===== src/rtl/pic_pkg.sv =====
// Package: shared constants and types for the interrupt controller.
// Assumes an 8-bit register port; command decode fields are fixed here.
package pic_pkg;
    typedef enum logic [1:0] {
        ST_OPEN = 2'd0,
        ST_W2   = 2'd1,
        ST_W3   = 2'd2,
        ST_W4   = 2'd3
    } cfg_state_t;

    localparam logic [2:0] EOI_NONSPEC = 3'b001;
    localparam logic [2:0] EOI_SPEC    = 3'b011;
    localparam logic [1:0] CMD_OCW2    = 2'b00;
    localparam logic [1:0] CMD_OCW3    = 2'b01;
endpackage


===== src/rtl/pic_cfg_regs.sv =====
// Configuration and command decoder: runs the multi-word setup sequence,
// holds mask, vector base, cascade word, auto-EOI and read select, and
// emits one-cycle end-of-interrupt strobes. Assumes one write per cycle.
module pic_cfg_regs
    import pic_pkg::*;
#(
    parameter int DW    = 8,
    parameter int IDX_W = $clog2(DW)
) (
    input  logic             clk,
    input  logic             rst_n,
    input  logic             bus_wr,
    input  logic             bus_addr,
    input  logic [DW-1:0]    bus_wdata,
    output logic             ready,
    output logic [DW-1:0]    imr,
    output logic [DW-1:0]    vec_base,
    output logic [DW-1:0]    cas_map,
    output logic             aeoi,
    output logic             sel_isr,
    output logic             flush,
    output logic             eoi_spec,
    output logic             eoi_nonspec,
    output logic [IDX_W-1:0] eoi_idx
);
    cfg_state_t state_q;
    logic       need_w3_q;
    logic       need_w4_q;
    logic       cmd_wr;
    logic       dat_wr;

    // Split writes by address.
    always_comb begin
        cmd_wr = bus_wr & ~bus_addr;
        dat_wr = bus_wr & bus_addr;
    end

    // Decode start and end-of-interrupt commands for neighbouring blocks.
    always_comb begin
        flush       = cmd_wr & bus_wdata[4];
        eoi_spec    = cmd_wr & ready & (bus_wdata[4:3] == CMD_OCW2)
                      & (bus_wdata[7:5] == EOI_SPEC);
        eoi_nonspec = cmd_wr & ready & (bus_wdata[4:3] == CMD_OCW2)
                      & (bus_wdata[7:5] == EOI_NONSPEC);
        eoi_idx     = bus_wdata[IDX_W-1:0];
    end

    // Setup sequence, mask and read-select registers.
    always_ff @(posedge clk) begin
        if (!rst_n) begin
            state_q   <= ST_OPEN;
            ready     <= 1'b0;
            need_w3_q <= 1'b0;
            need_w4_q <= 1'b0;
            vec_base  <= '0;
            cas_map   <= '0;
            aeoi      <= 1'b0;
            sel_isr   <= 1'b0;
            imr       <= '1;
        end else if (flush) begin
            state_q   <= ST_W2;
            ready     <= 1'b0;
            need_w3_q <= ~bus_wdata[1];
            need_w4_q <= bus_wdata[0];
            cas_map   <= '0;
            aeoi      <= 1'b0;
            sel_isr   <= 1'b0;
        end else if (cmd_wr && ready && bus_wdata[4:3] == CMD_OCW3 && bus_wdata[1]) begin
            sel_isr <= bus_wdata[0];
        end else if (dat_wr) begin
            unique case (state_q)
                ST_OPEN: imr <= bus_wdata;
                ST_W2: begin
                    vec_base <= bus_wdata;
                    if (need_w3_q) begin
                        state_q <= ST_W3;
                    end else if (need_w4_q) begin
                        state_q <= ST_W4;
                    end else begin
                        state_q <= ST_OPEN;
                        ready   <= 1'b1;
                    end
                end
                ST_W3: begin
                    cas_map <= bus_wdata;
                    if (need_w4_q) begin
                        state_q <= ST_W4;
                    end else begin
                        state_q <= ST_OPEN;
                        ready   <= 1'b1;
                    end
                end
                ST_W4: begin
                    aeoi    <= bus_wdata[1];
                    state_q <= ST_OPEN;
                    ready   <= 1'b1;
                end
                default: state_q <= ST_OPEN;
            endcase
        end
    end
endmodule


===== src/rtl/pic_req_latch.sv =====
// Request register: each bit sets on a rising input edge, drops when the
// line falls, and clears when acknowledged or when setup restarts.
// Assumes inputs are already synchronous to clk.
module pic_req_latch #(
    parameter int DW    = 8,
    parameter int IDX_W = $clog2(DW)
) (
    input  logic             clk,
    input  logic             rst_n,
    input  logic [DW-1:0]    lines,
    input  logic             flush,
    input  logic             clr_en,
    input  logic [IDX_W-1:0] clr_idx,
    output logic [DW-1:0]    irr
);
    logic [DW-1:0] prev_q;

    // Remember the previous line levels for edge detection.
    always_ff @(posedge clk) begin
        if (!rst_n) prev_q <= '0;
        else        prev_q <= lines;
    end

    for (genvar g = 0; g < DW; g++) begin : g_bit
        // Per-input request bit with edge set and level hold.
        always_ff @(posedge clk) begin
            if (!rst_n || flush)
                irr[g] <= 1'b0;
            else if (clr_en && clr_idx == IDX_W'(g))
                irr[g] <= 1'b0;
            else
                irr[g] <= lines[g] & (irr[g] | ~prev_q[g]);
        end
    end
endmodule


===== src/rtl/pic_resolver.sv =====
// Fixed-priority resolver: finds the highest unmasked request that
// outranks every in-service bit, and the highest in-service bit.
// Purely combinational; index 0 is the highest priority.
module pic_resolver #(
    parameter int DW    = 8,
    parameter int IDX_W = $clog2(DW)
) (
    input  logic [DW-1:0]    irr,
    input  logic [DW-1:0]    imr,
    input  logic [DW-1:0]    isr,
    output logic             cand_any,
    output logic [IDX_W-1:0] cand_idx,
    output logic             hi_isr_any,
    output logic [IDX_W-1:0] hi_isr_idx
);
    logic [DW-1:0] allow;
    logic [DW-1:0] cand;

    // Inputs at or below the highest in-service level are blocked.
    always_comb begin
        logic blk;
        blk = 1'b0;
        for (int i = 0; i < DW; i++) begin
            blk      = blk | isr[i];
            allow[i] = ~blk;
        end
        cand = irr & ~imr & allow;
    end

    // Lowest-index pick for both the candidate and the in-service bit.
    always_comb begin
        cand_idx   = '0;
        hi_isr_idx = '0;
        for (int i = DW - 1; i >= 0; i--) begin
            if (cand[i]) cand_idx   = IDX_W'(i);
            if (isr[i])  hi_isr_idx = IDX_W'(i);
        end
        cand_any   = |cand;
        hi_isr_any = |isr;
    end
endmodule


===== src/rtl/pic_ack_seq.sv =====
// Acknowledge sequencer and in-service register: the first pulse commits
// the winner (or marks spurious), the second delivers the vector or the
// cascade route. Assumes pulses alternate first/second.
module pic_ack_seq #(
    parameter int DW    = 8,
    parameter int IDX_W = $clog2(DW)
) (
    input  logic                clk,
    input  logic                rst_n,
    input  logic                ack_pulse,
    input  logic                ready,
    input  logic                cand_any,
    input  logic [IDX_W-1:0]    cand_idx,
    input  logic                aeoi,
    input  logic [DW-IDX_W-1:0] base_hi,
    input  logic [DW-1:0]       cas_map,
    input  logic                role_master,
    input  logic                flush,
    input  logic                eoi_spec,
    input  logic                eoi_nonspec,
    input  logic [IDX_W-1:0]    eoi_idx,
    input  logic                hi_isr_any,
    input  logic [IDX_W-1:0]    hi_isr_idx,
    output logic [DW-1:0]       isr,
    output logic                phase,
    output logic                irr_clr,
    output logic [IDX_W-1:0]    irr_clr_idx,
    output logic [DW-1:0]       vec_out,
    output logic                vec_valid,
    output logic                cas_active,
    output logic [IDX_W-1:0]    cas_code
);
    localparam logic [IDX_W-1:0] SPUR_IDX = IDX_W'(DW - 1);

    logic             first_p;
    logic             second_p;
    logic             take;
    logic             routed;
    logic [IDX_W-1:0] svc_q;
    logic             spur_q;
    logic [DW-1:0]    set_v;
    logic [DW-1:0]    clr_v;

    // Classify the pulse and form in-service set/clear vectors.
    always_comb begin
        first_p     = ack_pulse & ~phase;
        second_p    = ack_pulse & phase;
        take        = first_p & ready & cand_any;
        irr_clr     = take;
        irr_clr_idx = cand_idx;
        set_v       = (take && !aeoi) ? (DW'(1) << cand_idx) : '0;
        if (eoi_spec)
            clr_v = DW'(1) << eoi_idx;
        else if (eoi_nonspec && hi_isr_any)
            clr_v = DW'(1) << hi_isr_idx;
        else
            clr_v = '0;
        routed = role_master & ~spur_q & cas_map[svc_q];
    end

    // In-service register.
    always_ff @(posedge clk) begin
        if (!rst_n || flush) isr <= '0;
        else                 isr <= (isr & ~clr_v) | set_v;
    end

    // Pulse phase and captured service number.
    always_ff @(posedge clk) begin
        if (!rst_n) begin
            phase  <= 1'b0;
            svc_q  <= '0;
            spur_q <= 1'b0;
        end else if (first_p) begin
            phase  <= 1'b1;
            svc_q  <= take ? cand_idx : SPUR_IDX;
            spur_q <= ~take;
        end else if (second_p) begin
            phase  <= 1'b0;
        end
    end

    // Vector or cascade-route output for one cycle after the second pulse.
    always_ff @(posedge clk) begin
        if (!rst_n) begin
            vec_valid  <= 1'b0;
            vec_out    <= '0;
            cas_active <= 1'b0;
            cas_code   <= '0;
        end else begin
            vec_valid  <= second_p & ~routed;
            cas_active <= second_p & routed;
            if (second_p) begin
                vec_out  <= {base_hi, svc_q};
                cas_code <= svc_q;
            end
        end
    end
endmodule


===== src/rtl/pic8_ctrl.sv =====
// Top: eight-input priority interrupt controller with a two-address
// register port and a two-pulse acknowledge. Connects the decoder,
// request latch, resolver and acknowledge sequencer.
module pic8_ctrl #(
    parameter int DW    = 8,
    parameter int IDX_W = $clog2(DW)
) (
    input  logic             clk,
    input  logic             rst_n,
    input  logic             bus_wr,
    input  logic             bus_rd,
    input  logic             bus_addr,
    input  logic [DW-1:0]    bus_wdata,
    output logic [DW-1:0]    bus_rdata,
    input  logic [DW-1:0]    irq_lines,
    input  logic             role_master,
    input  logic             ack_pulse,
    output logic             int_out,
    output logic             vec_valid,
    output logic [DW-1:0]    vec_out,
    output logic             cas_active,
    output logic [IDX_W-1:0] cas_code,
    output logic [IDX_W-1:0] slave_id
);
    logic             ready_w, aeoi_w, sel_isr_w, flush_w;
    logic             eoi_spec_w, eoi_nonspec_w;
    logic [IDX_W-1:0] eoi_idx_w;
    logic [DW-1:0]    imr_w, irr_w, isr_w, base_w, map_w;
    logic             cand_any_w, hi_any_w, phase_w, irr_clr_w;
    logic [IDX_W-1:0] cand_idx_w, hi_idx_w, irr_clr_idx_w;

    pic_cfg_regs #(.DW(DW), .IDX_W(IDX_W)) u_cfg (
        .clk(clk), .rst_n(rst_n), .bus_wr(bus_wr), .bus_addr(bus_addr),
        .bus_wdata(bus_wdata), .ready(ready_w), .imr(imr_w),
        .vec_base(base_w), .cas_map(map_w), .aeoi(aeoi_w),
        .sel_isr(sel_isr_w), .flush(flush_w), .eoi_spec(eoi_spec_w),
        .eoi_nonspec(eoi_nonspec_w), .eoi_idx(eoi_idx_w)
    );

    pic_req_latch #(.DW(DW), .IDX_W(IDX_W)) u_req (
        .clk(clk), .rst_n(rst_n), .lines(irq_lines), .flush(flush_w),
        .clr_en(irr_clr_w), .clr_idx(irr_clr_idx_w), .irr(irr_w)
    );

    pic_resolver #(.DW(DW), .IDX_W(IDX_W)) u_res (
        .irr(irr_w), .imr(imr_w), .isr(isr_w), .cand_any(cand_any_w),
        .cand_idx(cand_idx_w), .hi_isr_any(hi_any_w), .hi_isr_idx(hi_idx_w)
    );

    pic_ack_seq #(.DW(DW), .IDX_W(IDX_W)) u_ack (
        .clk(clk), .rst_n(rst_n), .ack_pulse(ack_pulse), .ready(ready_w),
        .cand_any(cand_any_w), .cand_idx(cand_idx_w), .aeoi(aeoi_w),
        .base_hi(base_w[DW-1:IDX_W]), .cas_map(map_w),
        .role_master(role_master), .flush(flush_w), .eoi_spec(eoi_spec_w),
        .eoi_nonspec(eoi_nonspec_w), .eoi_idx(eoi_idx_w),
        .hi_isr_any(hi_any_w), .hi_isr_idx(hi_idx_w), .isr(isr_w),
        .phase(phase_w), .irr_clr(irr_clr_w), .irr_clr_idx(irr_clr_idx_w),
        .vec_out(vec_out), .vec_valid(vec_valid), .cas_active(cas_active),
        .cas_code(cas_code)
    );

    // Interrupt output and register read mux.
    always_comb begin
        int_out  = ready_w & ~phase_w & cand_any_w;
        slave_id = map_w[IDX_W-1:0];
        if (!bus_rd)       bus_rdata = '0;
        else if (bus_addr) bus_rdata = imr_w;
        else if (sel_isr_w) bus_rdata = isr_w;
        else               bus_rdata = irr_w;
    end
endmodule


===== config.mk =====
export PLATFORM = sky130hd
export DESIGN_NAME = pic8_ctrl
export DESIGN_NICKNAME = d
export VERILOG_FILES = /design/src/rtl/pic_pkg.sv /design/src/rtl/pic_cfg_regs.sv /design/src/rtl/pic_req_latch.sv /design/src/rtl/pic_resolver.sv /design/src/rtl/pic_ack_seq.sv /design/src/rtl/pic8_ctrl.sv
export SDC_FILE = /design/constraint.sdc
export NUM_CORES = 1
export LEC_CHECK = 0
export CAP_MARGIN = 20
export CELL_PAD_IN_SITES_DETAIL_PLACEMENT = 0
export CELL_PAD_IN_SITES_GLOBAL_PLACEMENT = 1
export CORE_UTILIZATION = 50
export CTS_CLUSTER_SIZE = 40
export DETAILED_ROUTE_END_ITERATION = 16
export DONT_BUFFER_PORTS = 1
export HOLD_SLACK_MARGIN = 0.1
export PLACE_DENSITY = 0.94
export REMOVE_ABC_BUFFERS = 1
export SLEW_MARGIN = 25
export SYNTH_ARGS = -nofsm -noshare
export SYNTH_HDL_FRONTEND = slang
export SYNTH_SLANG_ARGS = --single-unit

===== constraint.sdc =====
create_clock -name clk -period 5.78 [get_ports clk]
set_input_delay 1.445 -clock clk [delete_from_list [all_inputs] [get_ports clk]]
set_output_delay 1.445 -clock clk [all_outputs]
set_load 0.03 [all_outputs]

==> results.toml, run 1 <==
[clock_network]
cts_root_buf = "clkbuf_8"
cts.sinks = 67
cts_resized = 0
h-tree-depth = 3
insertion_delay_ps = 360
numCtsBuffers = 9
cts_tree = "done"
clk_pin_slew_ps = 80
cts_setup_buffers = 0
clockBufferDepth = 2
ctsHoldBuffers = 0

[die]
core-area_um2 = 5990
num_rows = 28
die_x_um = 81.3
ios = 48
dieArea_um2 = 6600
initial_utilization_pct = 52.4
die_h_um = 81.3

[sta]
clock_skew_ps = 8.06
fin_crit_sh_pct = 64.1
max_freq_ghz = 0.270
setup_viol = 0
drv_slew = 0
worst_pin_slew_ps = 856
setup_tns_ps = 0
finalWorstSetupSlack_ps = 2070
slew_headroom_pct = 42.5
period_needed_ps = 3710
holdWs_ps = 463
rsz0062_at_grt = "no"
hold_viol_final = 0

[setup_path]
crit_arrival_ps = 2260
cpPeakStageDelay_ps = 470
endpoint_kind = "output pin"
cp_data_required_time_ps = 4340
crit_type = "register to output pin"
path_max_fanout = 8
cp_common_cell = "a21oi_1"
cp-start-kind = "register"
regToRegSetupSlack_ps = 3640
crit_slowest_cell = "or3b_2"
cp_cell_sequence = "or3b_2 -> a21oi_1 -> a21oi_1 -> a311oi_1 -> buf_4"

[final_layout]
area_growth_pct = 6.97
most-common-layout-cells = "dfxtp_1, nand2_1, a21oi_1, nand3_1, nor2_1"
drive_above_1_share_pct = 8.44
final_common_cell = "dfxtp_1"
antenna_cells = 0
fin_nets = 397

[grt]
grt_max_degree = 23
antenna_found_initial = 0
grt.overflow.total = 0
grt_pass1_vias = 2419
grt_pass1_wl_um = 12100
grt_usage_pct = 25.0

[logic_synthesis]
synth_edf_count = 0
post-synth-top-area-fraction_pct = 42.7
synth.distinct_cells = 50
synth_top_area_cell = "dfxtp_1"
ys.flop_type = "dfxtp_1"
syn_avg_cell_area_um2 = 8.16
synth_compound_area_share_pct = 14.8
synth_xor_area_share_pct = 0.279
netlist_instances = 385
synthSimpleGateAreaFrac_pct = 31.1
ys_async_sr_fraction_pct = 0
yosysWarnings = 0
synth.area.mux_share_pct = 6.85
ys_seq_area_share_pct = 42.7
syn_area_um2 = 3140
synth_top_family_by_area = "simple AND/OR/NAND/NOR gates"
yosys-top-cells-area = "dfxtp_1, nand2_1, mux2i_1"
ys_ff_latch = 67
synth-adder-area-share_pct = 0

[placement]
dpl.hpwl_um = 5490
portBuffers = 0
gp_congestion = 0.887
place_worst_setup_slack_ps = 2360

[min_path]
hold_path.class = "register to register"

[detailed_routing]
drtIter0Drc = 225
wl_um = 7810
wl_per_cell_um = 17.2
via_per_inst = 5.96
drc = 0
vias = 2705
drt-pass1-iter-count = 5
ant_nets = 0

[flow_run]
maxCapViolCount = 0

[power]
ir_drop_mv = 0.180
power.density_nw_per_um2 = 300
p_seq_share_pct = 49.2
combPwrFrac_pct = 6.8
total_leakage_power_uw = 0.00120
cellInternalPower_uw = 757
finalPower_uw = 1010
clkPwrFrac_pct = 44.0
switchingPower_uw = 252
switching_share_pct = 25.0

[run_status]
status = "completed"
## Yosys cell counts, drive strengths merged, types with 5 or more instances
cell	number
clkbuf	16
a21oi	33
and2	17
o22ai	5
buf	7
nor3	6
mux2i	17
inv	7
nor3b	6
o21ai	20
nand2	62
dfxtp	67
nand3	31
nor2	25
nand2b	15
## state kept, by name, summed over array words and instances (netlist names)
register / count
u_req.irr: 8
u_cfg.state_q: 2
u_cfg.need_w4_q: 1
u_req.prev_q: 8
u_ack.isr: 8
u_cfg.aeoi: 1
u_ack.vec_valid: 1
u_ack.spur_q: 1
u_ack.phase: 1
u_cfg.need_w3_q: 1
u_cfg.ready: 1
u_cfg.cas_map: 8
u_cfg.vec_base: 5
u_ack.vec_out: 6
u_ack.svc_q: 3
u_cfg.sel_isr: 1
u_cfg.imr: 8
u_ack.cas_code: 2
u_ack.cas_active: 1
## stage by stage
stage / cells / cell area (um2) / util (%)
floorplan: 362 / 3030 / -
global route: 454 / 3360 / 56.1
global placement: 438 / 3130 / 52.3
CTS: 454 / 3360 / 56.1
detailed placement: 438 / 3130 / 52.3
finish: 454 / 3360 / 56.1
## layer usage
layer / up-vias / wire, um / GRT usage, %
li1: 1328 / - / -
met1: 1284 / 3660 / 33.8
met2: 82 / 3550 / 37.8
met3: 11 / 458 / 5.06
met4: 0 / 141 / 12.1
met5: - / 0 / 0
## power by group through the flow
| stage | Sequential, uW | Clock, uW | Combinational, uW |
|---|---|---|---|
| 3_3_place_gp | 507 | 0 | 66.3 |
| 5_1_grt | 499 | 465 | 75.1 |
| 6_report | 497 | 445 | 68.2 |
| 4_1_cts | 496 | 449 | 68.3 |
| 2_1_floorplan | 501 | 0 | 55.9 |
| 3_5_place_dp | 507 | 0 | 67.4 |
## cell families (layout without fill, tap and decap cells)
kind of cell	after synthesis	count (layout)
multiplexers	19	19
AND/OR/NAND/NOR	190	190
flip-flops	67	67
XOR/XNOR	1	1
buffers and inverters	30	24
AO/OA/AOI/OAI	78	78
## worst max-delay path, delay by kind of cell, from the launching register on
kind	cells	cell delay [ps]
compound gates	3	820
simple gates	1	470
flops	1	390
buf+inv	1	220
## final cells by class
type	count	area [um2]
clock buffers	10	138
repair buffers	1	7.51
clock inverters	6	88.8
fillers	527	2630
well taps	75	93.8
multi-input cells	288	1670
flip-flops and latches	67	1340
inverters	7	26.3
## worst paths after layout
check,cells after the start,start,to
worst max register to register,5,u_cfg.ready,u_ack.isr[6]
worst min register to register,2,u_cfg.cas_map[4],u_cfg.cas_map[4]
worst min-delay path,2,u_cfg.cas_map[4],u_cfg.cas_map[4]
worst max-delay path,5,u_ack.isr[1],int_out
(Power assumes the default switching activity.)
==> run 2: changes to the inputs <==
ABC_AREA = 1   (was unset)
CORE_UTILIZATION = 40   (was 50)
PLACE_DENSITY = 0.85   (was 0.94)
clock period = 3.1 ns   (was 5.78 ns; I/O delays follow)
==> results.toml, run 2 <==
[power]
ir_drop_mv = 0.317
switchingPower_uw = 483
switching_share_pct = 26.6
p_seq_share_pct = 50.5
total_leakage_power_uw = 0.00169
combPwrFrac_pct = 9.2
power.density_nw_per_um2 = 507
cellInternalPower_uw = 1330
clkPwrFrac_pct = 40.4

[detailed_routing]
wl_um = 8880
drt-pass1-iter-count = 5
drc = 0
drtIter0Drc = 205
wl_per_cell_um = 15.2
ant_nets = 0
via_per_inst = 5.21
vias = 3050

[placement]
portBuffers = 0
dpl.hpwl_um = 6660
gp_congestion = 0.899
place_worst_setup_slack_ps = 908

[grt]
grt_pass1_wl_um = 14500
top_usage_layer = "met2"
grt.overflow.total = 0
antenna_found_initial = 0
grt_max_degree = 37
grt_usage_pct = 22.1
met3_usage_pct = 5.28
use_met2_pct = 33.8
grt_util_met1_pct = 30.0
grt_pass1_vias = 2830

[die]
core-area_um2 = 7890
num_rows = 32
ios = 48
die_h_um = 93.1
die_x_um = 93.1
dieArea_um2 = 8660
initial_utilization_pct = 42.1

[final_layout]
fin_util_pct = 45.4
most-common-layout-cells = "inv_1, nand2_1, dfxtp_1, nor2_1"
area_growth_pct = 7.88
antenna_cells = 0
final_common_cell = "inv_1"
fillCellCount = 794
drive_above_1_share_pct = 9.52
fin_nets = 501

[setup_path]
r2r-start = "u_ack.isr[3]"
cp-start-kind = "register"
crit_type = "register to output pin"
endpoint_kind = "output pin"
path_max_fanout = 6
startpoint = "u_ack.isr[0]"
crit_arrival_ps = 1780
cp_data_required_time_ps = 2320

[sta]
setup_tns_ps = 0
holdWs_ps = 452
setup_viol = 0
clock_skew_ps = 10.6
worst_pin_slew_ps = 629
hold_viol_final = 0
period_needed_ps = 2560
max_freq_ghz = 0.391
slew_headroom_pct = 58.0
drv_slew = 0
rsz0062_at_grt = "no"
finalWorstSetupSlack_ps = 545
fin_crit_sh_pct = 82.4

[logic_synthesis]
yosys-top-cells-count = "inv_1, nand2_1, dfxtp_1, nor2_1"
ys_async_sr_fraction_pct = 0
yosysMostFrequentCell = "inv_1"
synth_top_area_cell = "dfxtp_1"
synth_edf_count = 0
netlist_instances = 482
ys_seq_area_share_pct = 40.4
ys_ff_latch = 67
yosysWarnings = 0
yosys-top-cells-area = "dfxtp_1, inv_1, nand2_1"
syn_avg_cell_area_um2 = 6.88
syn_area_um2 = 3320
synth.distinct_cells = 29
ys.flop_type = "dfxtp_1"
post-synth-top-area-fraction_pct = 40.4

[clock_network]
h-tree-depth = 3
numCtsBuffers = 9
clk_pin_slew_ps = 80
cts_resized = 0
cts_setup_buffers = 0
clockBufferDepth = 2
cts.sinks = 67
cts_root_buf = "clkbuf_8"
insertion_delay_ps = 350
cts_tree = "done"
ctsHoldBuffers = 0

[min_path]
holdCritStartpoint = "u_cfg.vec_base[6]"
hold_path.class = "register to register"

[run_status]
status = "completed"

[flow_run]
maxCapViolCount = 0
[run 2: cell types whose count changed in the layout (fill, tap and decap cells not counted), moves of 6 or more]
| cell | before | now |
|---|---|---|
| nand3_1 | 31 | 37 |
| o21ai_0 | 18 | 37 |
| and2_1 | 17 | 0 |
| nand4_1 | 1 | 14 |
| nand2_1 | 62 | 78 |
| nor2_1 | 25 | 58 |
| mux2i_1 | 17 | 0 |
| inv_1 | 7 | 85 |
| nor3b_1 | 6 | 0 |
| a211oi_1 | 0 | 7 |
| nand2b_1 | 15 | 0 |
[run 2: routing by layer]
layer	routed length (um)	part of all wire [%]
met1	4380	49
met2	3820	43
met3	524	5.9
met4	156	1.8
met5	0	0
[run 2: worst max-delay path, stage by stage, from the launching register on]
cell and delay [ps]:
dfxtp_1 470, nor2_4 100, nand2_4 100, nor2_2 50, nor2_2 140, inv_1 70
nor2_2 190, nand2_4 80, nand3_1 90, inv_1 150
[run 2: area by class of cell]
cell class / instances / area, um2 / share of cell area [%]
Clock buffer: 10 / 138 / 3.84
Clock inverter: 6 / 65.1 / 1.82
Inverter: 89 / 334 / 9.33
Multi-Input combinational cell: 308 / 1550 / 43.3
Sequential cell: 67 / 1340 / 37.5
Tap cell: 102 / 128 / 3.57
Timing Repair Buffer: 3 / 22.5 / 0.629
[run 2: power groups by stage]
stage / Clock [uW] / Combinational (uW) / Sequential (uW)
after floorplan: 0 / 129 / 930
after global placement: 0 / 165 / 935
after detailed placement: 0 / 165 / 935
after CTS: 754 / 166 / 915
after global routing: 793 / 186 / 919
final: 733 / 166 / 916
[run 2: stage by stage]
step	area (um2)	power, uW	instances
after global placement	3380	1100	569
after floorplan	3230	1060	464
after global routing	3580	1900	585
after CTS	3580	1840	585
final	3580	1810	585
after detailed placement	3380	1100	569
[run 2: worst paths after layout]
| kind | endpoint | slack, ps | cells past startpoint |
|---|---|---|---|
| hold / removal | u_cfg.vec_base[6] | 450 | 2 |
| setup / recovery | int_out | 540 | 9 |
| setup reg to reg | u_ack.isr[1] | 1270 | 12 |
| hold reg to reg | u_cfg.vec_base[6] | 450 | 2 |
[run 2: logic make-up (layout without fill, tap and decap cells)]
logic type             Yosys count  after routing  share of synthesized area [%]
AO/OA/AOI/OAI                   93             93                           16.1
flip-flops                      67             67                           40.4
AND/OR/NAND/NOR                215            215                           30.6
buffers and inverters          107            108                           12.8
